`src/rtl/lcdt_pkg.sv`:
```
package lcdt_pkg;
  localparam int COMP_W   = 8;
  localparam int NARROW_W = 6;
  localparam int PIX_W    = 3 * COMP_W;
  localparam int PAD_W    = PIX_W - 3 * NARROW_W;

  typedef struct packed {
    logic [COMP_W-1:0] red;
    logic [COMP_W-1:0] green;
    logic [COMP_W-1:0] blue;
  } rgb_t;
endpackage

```
`src/rtl/lcdt_pclk_div.sv`:
```
module lcdt_pclk_div #(
  parameter int DIVW = 16
) (
  input  logic            clk,
  input  logic            rst_n,
  input  logic            en,
  input  logic [DIVW-1:0] div,
  output logic            pclk,
  output logic            fall_tick
);
  logic [DIVW-1:0] cnt_q, cnt_d;
  logic            pclk_q, pclk_d;
  logic            at_end;

  assign at_end = (cnt_q == div);

  always_comb begin
    cnt_d  = cnt_q;
    pclk_d = pclk_q;
    if (!en) begin
      cnt_d  = '0;
      pclk_d = 1'b0;
    end else if (at_end) begin
      cnt_d  = '0;
      pclk_d = ~pclk_q;
    end else begin
      cnt_d  = cnt_q + DIVW'(1);
    end
  end

  always_ff @(posedge clk or negedge rst_n) begin
    if (!rst_n) begin
      cnt_q  <= '0;
      pclk_q <= 1'b0;
    end else begin
      cnt_q  <= cnt_d;
      pclk_q <= pclk_d;
    end
  end

  assign pclk      = pclk_q;
  assign fall_tick = en && at_end && pclk_q;
endmodule

```
`src/rtl/lcdt_raster.sv`:
```
module lcdt_raster #(
  parameter int CW    = 16,
  parameter int VSW_W = 32
) (
  input  logic             clk,
  input  logic             rst_n,
  input  logic             en,
  input  logic             tick,
  input  logic [CW-1:0]    line_len,
  input  logic [CW-1:0]    frame_lines,
  input  logic [CW-1:0]    hs_width,
  input  logic [CW-1:0]    hs_delay,
  input  logic [CW-1:0]    h_active,
  input  logic [VSW_W-1:0] vs_width,
  input  logic [CW-1:0]    v_delay,
  input  logic [CW-1:0]    v_active,
  output logic             hsync_c,
  output logic             vsync_c,
  output logic             active_c
);
  localparam int EW = CW + 1;

  logic [CW-1:0]    h_q, h_d, v_q, v_d;
  logic [VSW_W-1:0] fclk_q, fclk_d;
  logic             h_last, v_last, h_in, v_in;

  assign h_last = (h_q == line_len - CW'(1));
  assign v_last = (v_q == frame_lines - CW'(1));

  always_comb begin
    h_d    = h_q;
    v_d    = v_q;
    fclk_d = fclk_q;
    if (!en) begin
      h_d    = '0;
      v_d    = '0;
      fclk_d = '0;
    end else if (tick) begin
      if (fclk_q < vs_width) fclk_d = fclk_q + VSW_W'(1);
      if (h_last) begin
        h_d = '0;
        if (v_last) begin
          v_d    = '0;
          fclk_d = '0;
        end else begin
          v_d = v_q + CW'(1);
        end
      end else begin
        h_d = h_q + CW'(1);
      end
    end
  end

  always_ff @(posedge clk or negedge rst_n) begin
    if (!rst_n) begin
      h_q    <= '0;
      v_q    <= '0;
      fclk_q <= '0;
    end else begin
      h_q    <= h_d;
      v_q    <= v_d;
      fclk_q <= fclk_d;
    end
  end

  assign h_in = (EW'(h_q) >= EW'(hs_delay)) && (EW'(h_q) < EW'(hs_delay) + EW'(h_active));
  assign v_in = (EW'(v_q) >= EW'(v_delay))  && (EW'(v_q) < EW'(v_delay)  + EW'(v_active));

  assign hsync_c  = en && (h_q < hs_width);
  assign vsync_c  = en && (fclk_q < vs_width);
  assign active_c = en && h_in && v_in;
endmodule

```
`src/rtl/lcdt_fmt.sv`:
```
module lcdt_fmt
  import lcdt_pkg::*;
(
  input  rgb_t             px,
  input  logic             narrow,
  output logic [PIX_W-1:0] bus
);
  localparam int CUT = COMP_W - NARROW_W;

  always_comb begin
    if (narrow)
      bus = {{PAD_W{1'b0}}, px.red[COMP_W-1:CUT], px.green[COMP_W-1:CUT], px.blue[COMP_W-1:CUT]};
    else
      bus = px;
  end
endmodule

```
`src/rtl/lcd_timing_gen.sv`:
```
module lcd_timing_gen
  import lcdt_pkg::*;
#(
  parameter int CW    = 16,
  parameter int VSW_W = 32,
  parameter int DIVW  = 16
) (
  input  logic             clk,
  input  logic             rst_n,
  input  logic             enable,
  input  logic             mode18,
  input  logic [DIVW-1:0]  clk_div,
  input  logic [CW-1:0]    line_len,
  input  logic [CW-1:0]    frame_lines,
  input  logic [CW-1:0]    hs_width,
  input  logic [CW-1:0]    hs_delay,
  input  logic [CW-1:0]    h_active,
  input  logic [VSW_W-1:0] vs_width,
  input  logic [CW-1:0]    v_delay,
  input  logic [CW-1:0]    v_active,
  input  logic [PIX_W-1:0] pix_data,
  input  logic             pix_valid,
  output logic             pix_ready,
  output logic             lcd_pclk,
  output logic             lcd_hsync,
  output logic             lcd_vsync,
  output logic             lcd_de,
  output logic [PIX_W-1:0] lcd_data,
  output logic             underrun
);
  logic [1:0] rs_q;
  logic       rst_i;

  always_ff @(posedge clk or negedge rst_n) begin
    if (!rst_n) rs_q <= 2'b00;
    else        rs_q <= {rs_q[0], 1'b1};
  end
  assign rst_i = rs_q[1];

  logic             tick, hsync_c, vsync_c, active_c;
  logic [PIX_W-1:0] fmt_bus;

  lcdt_pclk_div #(.DIVW(DIVW)) u_div (
    .clk(clk), .rst_n(rst_i), .en(enable), .div(clk_div),
    .pclk(lcd_pclk), .fall_tick(tick)
  );

  lcdt_raster #(.CW(CW), .VSW_W(VSW_W)) u_raster (
    .clk(clk), .rst_n(rst_i), .en(enable), .tick(tick),
    .line_len(line_len), .frame_lines(frame_lines),
    .hs_width(hs_width), .hs_delay(hs_delay), .h_active(h_active),
    .vs_width(vs_width), .v_delay(v_delay), .v_active(v_active),
    .hsync_c(hsync_c), .vsync_c(vsync_c), .active_c(active_c)
  );

  lcdt_fmt u_fmt (
    .px(rgb_t'(pix_data)), .narrow(mode18), .bus(fmt_bus)
  );

  logic             hs_q, hs_d, vs_q, vs_d, de_q, de_d, ur_q, ur_d;
  logic [PIX_W-1:0] dat_q, dat_d;

  always_comb begin
    hs_d  = hs_q;
    vs_d  = vs_q;
    de_d  = de_q;
    dat_d = dat_q;
    ur_d  = ur_q;
    if (!enable) begin
      hs_d  = 1'b0;
      vs_d  = 1'b0;
      de_d  = 1'b0;
      dat_d = '0;
      ur_d  = 1'b0;
    end else if (tick) begin
      hs_d  = hsync_c;
      vs_d  = vsync_c;
      de_d  = active_c;
      dat_d = (active_c && pix_valid) ? fmt_bus : '0;
      if (active_c && !pix_valid) ur_d = 1'b1;
    end
  end

  always_ff @(posedge clk or negedge rst_i) begin
    if (!rst_i) begin
      hs_q  <= 1'b0;
      vs_q  <= 1'b0;
      de_q  <= 1'b0;
      dat_q <= '0;
      ur_q  <= 1'b0;
    end else begin
      hs_q  <= hs_d;
      vs_q  <= vs_d;
      de_q  <= de_d;
      dat_q <= dat_d;
      ur_q  <= ur_d;
    end
  end

  assign pix_ready = tick && active_c;
  assign lcd_hsync = hs_q;
  assign lcd_vsync = vs_q;
  assign lcd_de    = de_q;
  assign lcd_data  = dat_q;
  assign underrun  = ur_q;
endmodule

```
`config.mk`:
```
export PLATFORM = sky130hd
export DESIGN_NAME = lcd_timing_gen
export DESIGN_NICKNAME = d
export VERILOG_FILES = /design/src/rtl/lcdt_pkg.sv /design/src/rtl/lcdt_pclk_div.sv /design/src/rtl/lcdt_raster.sv /design/src/rtl/lcdt_fmt.sv /design/src/rtl/lcd_timing_gen.sv
export SDC_FILE = /design/constraint.sdc
export NUM_CORES = 1
export LEC_CHECK = 0
export BUFFER_PORTS_ARGS = -buffer_cell sky130_fd_sc_hd__buf_2
export CAP_MARGIN = 20
export CORE_MARGIN = 5
export CORE_UTILIZATION = 35
export CTS_CLUSTER_SIZE = 25
export DETAILED_ROUTE_END_ITERATION = 7
export PLACE_DENSITY = 0.52
export SYNTH_ARGS = -nofsm -noshare
export SYNTH_HDL_FRONTEND = slang
export SYNTH_SLANG_ARGS = --single-unit
export TNS_END_PERCENT = 50
```
`constraint.sdc`:
```
create_clock -name clk -period 6.5 [get_ports clk]
set_input_delay 1.3 -clock clk [delete_from_list [all_inputs] [get_ports clk]]
set_output_delay 1.3 -clock clk [all_outputs]
set_load 0.005 [all_outputs]
```
### Word-level counts from Yosys, hierarchy flattened

Index checks and enable logic that the tools add are counted.

* input port bits: 189
* bits in writable memories: 0
* flip-flop bits (word level): 111
* memories: 0
* ROM bits: 0
* latch bits: 0

* add/subtract/negate cells: 8
* muxes and demuxes: 29
* div/mod/pow operators: 0
* $lt $le $gt $ge: 6
* reductions and logical operators: 14
* bitwise operators: 1
* equal/unequal tests: 7
* multipliers: 0
* shifts and indexed selects: 0

Operators with widths (count)
* two-way mux 32 bit: 5
* two-way mux 16 bit: 9
* two-way mux 24 bit: 4
* adder 16 x 1 -> 16 bit, second input constant: 3
* == test 16 bit: 3
* adder 16 x 16 -> 17 bit: 2
* < comparator 16 x 17 -> 1 bit: 2
* adder 32 x 1 -> 32 bit, second input constant: 1
* >= comparator 16 bit: 2
* < comparator 32 bit: 1
* subtractor 16 x 1 -> 16 bit, second input constant: 2
* < comparator 16 bit: 1
* logical AND 1 bit: 11
* two-way mux 1 bit: 11
* inequality test 2 x 1 -> 1 bit, second input constant: 4
* AND reduction 2 bit: 2
* logical NOT 1 bit: 1
* inverter 1 bit: 1

### Depth between registers and ports, before layout

Gate-level depths: netlist of the first run.

* depth in word-level cells: 9
* mapped depth: 19
* mapped depth without buffers: 17

### Hierarchy

A second synthesis of the first run with hierarchy kept.

* cell total of the unflattened synthesis: 1327
* area, all modules: 11305.8 sq um

By module, submodules not included
* lcdt_raster: area each 8506.9 sq um, cells each 1071, instances 1
* lcd_timing_gen: area each 1466.4 sq um, cells each 126, instances 1
* lcdt_pclk_div: area each 997.2 sq um, cells each 103, instances 1
* lcdt_fmt: area each 335.3 sq um, cells each 27, instances 1

### Worst setup path after synthesis of the first run

Ideal clock, no wire load.

* path type: in2out
* start point: input port v_delay[0]
* end point: output port pix_ready
* arrival time: 4802 ps
* cell stages on the path: 17
* slack: 398 ps
* data required time: 5200 ps
* buffers on the path: 0
* path through: ha_1 -> fa_1 -> a211oi_1 -> o21ai_0 -> a21boi_0 -> nor3b_1 -> o21ai_0 -> or3b_2 -> o21ai_0 -> ha_1 -> a221o_1 -> a211oi_1 -> a31oi_1 -> o41a_1 -> a211oi_1 -> nand3_1 -> inv_1

* cells in the longest elaborated chain, start to end: 5

RTL lines
* from (decl): RTL line lcd_timing_gen.sv:19 `input logic [CW-1:0] v_delay,`
* adder 16 x 16 -> 17 bit: RTL line lcdt_raster.sv:67 `assign v_in = (EW'(v_q) >= EW'(v_delay)) && (EW'(v_q) < EW'(v_delay) + EW'(v_active));`
* < comparator 16 x 17 -> 1 bit: RTL line lcdt_raster.sv:67
* logical AND 1 bit (*): RTL line lcdt_raster.sv:67
* logical AND 1 bit (*): RTL line lcdt_raster.sv:71 `assign active_c = en && h_in && v_in;`
* logical AND 1 bit (*): RTL line lcd_timing_gen.sv:100 `assign pix_ready = tick && active_c;`
* to (decl): RTL line lcd_timing_gen.sv:23 `output logic pix_ready,`

Mark *: on every way between the ends. The rest lies on a longest branch, timed or not.

### Final worst setup path of the first run

Same ends and word-level chain as after synthesis.

==> results of run 1 <==
cells in the mapped netlist, types with 10 or more instances:
library cell  instances  area share, %
a211oi_1             17            1.1
a21o_1               26            1.7
a21oi_1              71            3.1
a22o_1               20            1.6
a31o_2               10           0.78
a31oi_1              22            1.2
and3_1               29            1.6
and4_1               14            1.1
clkbuf_1             30            1.0
dfrtp_1             111             25
ha_1                146             16
inv_1               126            4.2
mux2_2               20            2.0
nand2_1              88            2.9
nand2b_1             15           0.83
nand3_1              48            2.1
nand4_1              50            2.8
nor2_1               83            2.8
nor2b_1              13           0.72
nor3_1               29            1.3
nor4_1               11           0.61
o211ai_1             14           0.93
o21ai_0              76            3.4
or3_1                18            1.0
or4_1                11           0.73
xnor2_1              58            4.5
xor2_1               33            2.6
worst max-delay path by stage:
stage | cells past startpoint | endpoint | slack, ps
6_report | 25 | pix_ready | 200
2_1_floorplan | 17 | pix_ready | 400
5_1_grt | 20 | pix_ready | -60
3_5_place_dp | 20 | pix_ready | -410
3_3_place_gp | 20 | pix_ready | -270
4_1_cts | 20 | pix_ready | 10
routing by layer:
layer | vias to the layer above | track usage [%] | part of all wire [%]
li1 | 5471 | - | -
met1 | 5072 | 23.86 | 46
met2 | 200 | 31.83 | 49
met3 | 24 | 3.009 | 4.1
met4 | 2 | 3.339 | 1.2
met5 | - | 0 | 0.039
final cells by class:
class	count	share of cell area [%]
multi-input combinational	1073	59.51
sequential	111	20.82
timing repair buffer	248	10.08
tap	402	3.764
inverter	126	3.540
clock buffer	10	1.789
clock inverter	6	0.5057
logic make-up after synthesis:
family	after synthesis	synth area share (%)
DFF	111	24.61
and+or+nand+nor	457	22.19
xor gates and xnor gates	91	7.061
buffers and inverters	169	5.787
adders and majority gates	149	16.63
muxes	27	2.616
other	1	0.03322
AOI/OAI and AO/OA	348	21.07
metrics by stage:
stage / setup TNS (ps) / hold WS (ps)
2_1_floorplan: 0 / 331.2
3_3_place_gp: -271.1 / 336.1
3_5_place_dp: -407.9 / 341.2
4_1_cts: 0 / 361.0
5_1_grt: -57.56 / 383.9
6_report: 0 / 357.7
critical path, delay by kind of cell:
kind                       cells  cell delay [ps]
buffers and inverters         10             1050
xor gates and xnor gates       1              140
adders and majority gates      3              790
AOI/OAI and AO/OA              9             1640
and+or+nand+nor                2              110
state kept, by name (all words and copies together) (netlist names), 2 cells and up:
name,count
lcd_data,24
u_raster.v_q,16
rs_q,2
u_raster.fclk_q,32
u_div.cnt_q,16
u_raster.h_q,16
report_power, final:
part | total, W | internal (W) | switching, W
Combinational | 0.000548 | 0.000264 | 0.000284
Clock | 0.000602 | 0.000314 | 0.000288
Sequential | 0.000763 | 0.000707 | 0.0000556
Total | 0.00191 | 0.00129 | 0.000628
repair_timing:
item                       4_1_cts  5_1_grt
gates resized for setup         15        6
setup endpoints to repair        1        1
buffers inserted                 8        0
pin swaps                       14       15
==> impl_metrics.yaml, run 1 <==
power_and_ir_drop:
  finalPower_w: 0.001913
  ir_drop_mv: 0.1017
  p_leak_nw: 6.542
  power_density_nw_per_um2: 143.2
timing:
  period_share_pct: 96.99
  relSlewSlack_pct: 28.89
  setup_viol: 0
  fmax_ghz: 0.1586
  hold_viol: 0
  final.min_clock_period_ps: 6304
  worst_slack_ps: 195.6
  rsz0062_at_grt: "yes"
  max_slew.worst_pin.slew_ps: 1066
  fin_skew_ps: 9.176
  final_max_slew_viol_count: 0
placed_design:
  dp_cells: 1952
  hpwl_um: 26230
  dp_slack_ps: -407.9
  gp_congestion: 0.8328
  placed_cell_area_um2: 12900
  portBuffers: 218
clock_network:
  cts-buffers-inserted: 9
  htreeDepth: 3
  ctsHoldBuffers: 0
  clkSinkCount: 111
  insertion_delay_ps: 360
  root_buffer: "clkbuf_16"
  cts_tree: "yes"
  clk_pin_slew_worst_paths_ps: 80
  cts_buffer_depth: 2
synthesis:
  synth.avg_cell_area_um2: 8.342
  synth-edff-count: 0
  synth_cell_types: 88
  ys_warn_count: 0
  synth_nets: 1690
  synth-seq-area-share_pct: 24.61
  syn_inst: 1353
  ys_ff_latch: 111
  syn_area_um2: 11290
  dominantRegCellSynth: "dfrtp_1"
  async_reset_ff_share_pct: 100.0
drt:
  vias: 10770
  drc: 0
  wl_per_cell_um: 16.95
  first_pass_iters: 5
  detail_route.iter0.violations: 551
  routed_wl_um: 33500
  post_drt_via_cell_ratio: 5.450
  postRouteAntennaNets: 0
setup_path:
  endpoint_kind: "output port"
  critPathMaxStageDelay_ps: 350
  critical_path_class: "in2out"
  r2r_cells: 10
  cpMostUsedCell: "buf_4"
  worst_ep_arrival_time_ps: 5000
  critPathLaunch: "v_delay[0]"
  crit_fanout: 2
  timing.rr.end: "u_raster.fclk_q[29]"
  crit_slowest_cell: "fa_2"
  start_kind: "input port"
  r2r-start: "u_raster.fclk_q[16]"
  r2r_slack_ps: 2960
  crit_required_ps: 5200
layout:
  fin_util_pct: 42.13
  final_area_um2: 13360
  seqCellArea_um2: 2781
  diodes: 0
  most-common-layout-cells: "216 x buf_2, 144 x ha_1, 126 x inv_1, 110 x dfrtp_1, 88 x nand2_1"
  multi_input_area_um2: 7951
  layout_commonest_cell: "buf_2"
  syn2layout_area_growth_pct: 18.38
  final_cells: 1976
  fin_nets: 1906
  fillerInstances: 3207
  drive_gt1_share_pct: 20.90
floorplanning:
  core_um2: 31720
  die_w_um: 189.6
  die_area_um2: 35940
  ios: 219
  initial_core_util_pct: 35.59
  num_rows: 65
  dieHeight_um: 189.6
global_route:
  grt_max_degree: 61
  grt_pass1_vias: 10450
  antenna_found_initial: 1
  grtUsageTotal_pct: 18.16
  grt_pass1_wl_um: 54330
  gr-total-overflow: 0
status:
  status: "finished, final reports clean"
worst_hold_path:
  min_delay_worst_endpoint: "rs_q[1]"
  holdCritStartpoint: "rs_q[0]"
  min_path_type: "reg2reg"
  whs_path_depth: 0
job:
  cap_violations: 0
Power figures use the tool's default switching activity.
==> run 2: changes to the inputs <==
- clock period: 6.5 -> 6.2 ns (I/O delays scaled with it)
==> impl_metrics.yaml, run 2 (synthesized netlist as in run 1, its figures left out) <==
status:
  status: "finished, final reports clean"
worst_hold_path:
  min_path_type: "reg2async"
timing:
  fmax_ghz: 0.1633
  final_max_slew_viol_count: 0
  relSlewSlack_pct: 22.60
  hold_viol: 0
  fin_skew_ps: 9.970
  period_share_pct: 98.76
  holdWs_ps: 284.6
  worst_slack_ps: 76.71
  final.min_clock_period_ps: 6123
  setup_viol: 0
  max_slew.worst_pin.slew_ps: 1132
  rsz0062_at_grt: "yes"
clock_network:
  htreeDepth: 3
  cts_buffer_depth: 2
  cts-buffers-inserted: 9
  clk_pin_slew_worst_paths_ps: 80
  cts_tree: "yes"
  insertion_delay_ps: 360
  root_buffer: "clkbuf_16"
  clkSinkCount: 111
drt:
  drc: 0
  met2_length_um: 16840
  routed_wl_um: 33780
  vias: 10830
  wl_per_cell_um: 16.97
  m1WireLength_um: 15340
  dr_wl_met3_um: 1295
  routed.top_layer: "met5"
  detail_route.iter0.violations: 427
  post_drt_via_cell_ratio: 5.439
  postRouteAntennaNets: 0
  first_pass_iters: 5
layout:
  layout_commonest_cell: "buf_2"
  fin_nets: 1920
  top_register: "u_raster.fclk_q"
  fin_util_pct: 42.60
  most-common-layout-cells: "216 x buf_2, 145 x ha_1, 126 x inv_1, 110 x dfrtp_1, 88 x nand2_1"
  syn2layout_area_growth_pct: 19.70
  final_area_um2: 13510
  drive_gt1_share_pct: 21.66
  largest_reg_flops: 32
  fillerInstances: 3264
floorplanning:
  core_um2: 31720
  die_w_um: 189.6
  dieHeight_um: 189.6
  die_area_um2: 35940
  initial_core_util_pct: 35.59
  num_rows: 65
  ios: 219
global_route:
  gr-total-overflow: 0
  grt_max_degree: 78
  antenna_found_initial: 3
  grtUsageTotal_pct: 18.27
  grt_pass1_vias: 10700
  grt_pass1_wl_um: 54680
setup_path:
  worst_ep_arrival_time_ps: 4880
  critical_path_class: "in2out"
  critPathMaxStageDelay_ps: 350
  endpoint_kind: "output port"
  r2r_cells: 8
  cpMostUsedCell: "buf_4"
  crit_fanout: 2
  crit_required_ps: 4960
  start_kind: "input port"
  path_cells: "buf_6 -> ha_4 -> fa_2 -> a211oi_2 -> o21ai_2 -> a21boi_2 -> buf_4 -> buf_4 -> buf_4 -> buf_4 -> buf_4 -> nor2_2 -> xnor2_1 -> ha_1 -> a21o_1 -> a31oi_2 -> a21bo_2 -> a31oi_1 -> o41a_1 -> a211oi_2 -> buf_4 -> nand3_2 -> inv_1 -> buf_2"
  crit_slowest_cell: "fa_2"
placed_design:
  placed_cell_area_um2: 13020
  dp_slack_ps: -589.2
  portBuffers: 218
  gp_congestion: 0.8411
  hpwl_um: 26630
power_and_ir_drop:
  ir_drop_mv: 0.1455
  power_density_nw_per_um2: 151.1
  p_leak_nw: 6.609
job:
  cap_violations: 0
run 2: metal layers:
layer	vias up	GRT usage (%)
met4	4	2.393
met3	22	3.046
li1	5490	-
met5	-	0
met1	5149	23.59
met2	164	32.98
run 2: what timing repair did:
action	4_1_cts	5_1_grt
buffers inserted	9	0
gates resized for setup	20	1
pin swaps	17	12
setup endpoints to repair	1	1
hold buffers	0	0
run 2: final timing paths:
kind / start / end / slack (ps)
min reg2reg: rs_q[1] / u_div.cnt_q[8] / 280
max reg2reg: u_raster.h_q[5] / u_raster.fclk_q[18] / 2440
max: v_delay[0] / pix_ready / 80
max in group asynchronous: rs_q[1] / u_raster.fclk_q[14] / 4930
min: rs_q[1] / u_div.cnt_q[8] / 280
min in group clk: rs_q[0] / rs_q[1] / 360
run 2: final cells by class:
cell class              count  area, µm²  share of cell area (%)
clock buffers               9      225.2                   1.667
multi-input cells        1073       7943                   58.79
clock inverters             7      103.9                  0.7687
diodes                      1      2.502                 0.01852
repair buffers            262       1479                   10.95
inverters                 126      473.0                   3.501
flip-flops and latches    111       2781                   20.59
well taps                 402      503.0                   3.723
run 2: stage by stage:
step	cells	power, W	setup TNS [ps]
floorplan	1353	0.001176	0
global placement	1966	0.001364	-463.7
detailed placement	1966	0.001375	-589.2
CTS	1989	0.002063	-91.78
global route	1991	0.002181	-195.7
finish	1991	0.002041	0
run 2: report_power, final:
group          switching [W]  leakage (nW)  total [W]  internal, W
sequential         0.0000548          1.53   0.000796     0.000741
combinational       0.000302          4.92   0.000584     0.000282
clock               0.000300         0.154   0.000661     0.000360
total               0.000657          6.61    0.00204      0.00138
run 2: critical path: cells and delay by family:
family	cells	cell delay [ps]
simple gates	2	110
xor+xnor	1	130
buf+inv	9	980
compound gates	9	1640
fa+ha+maj	3	790
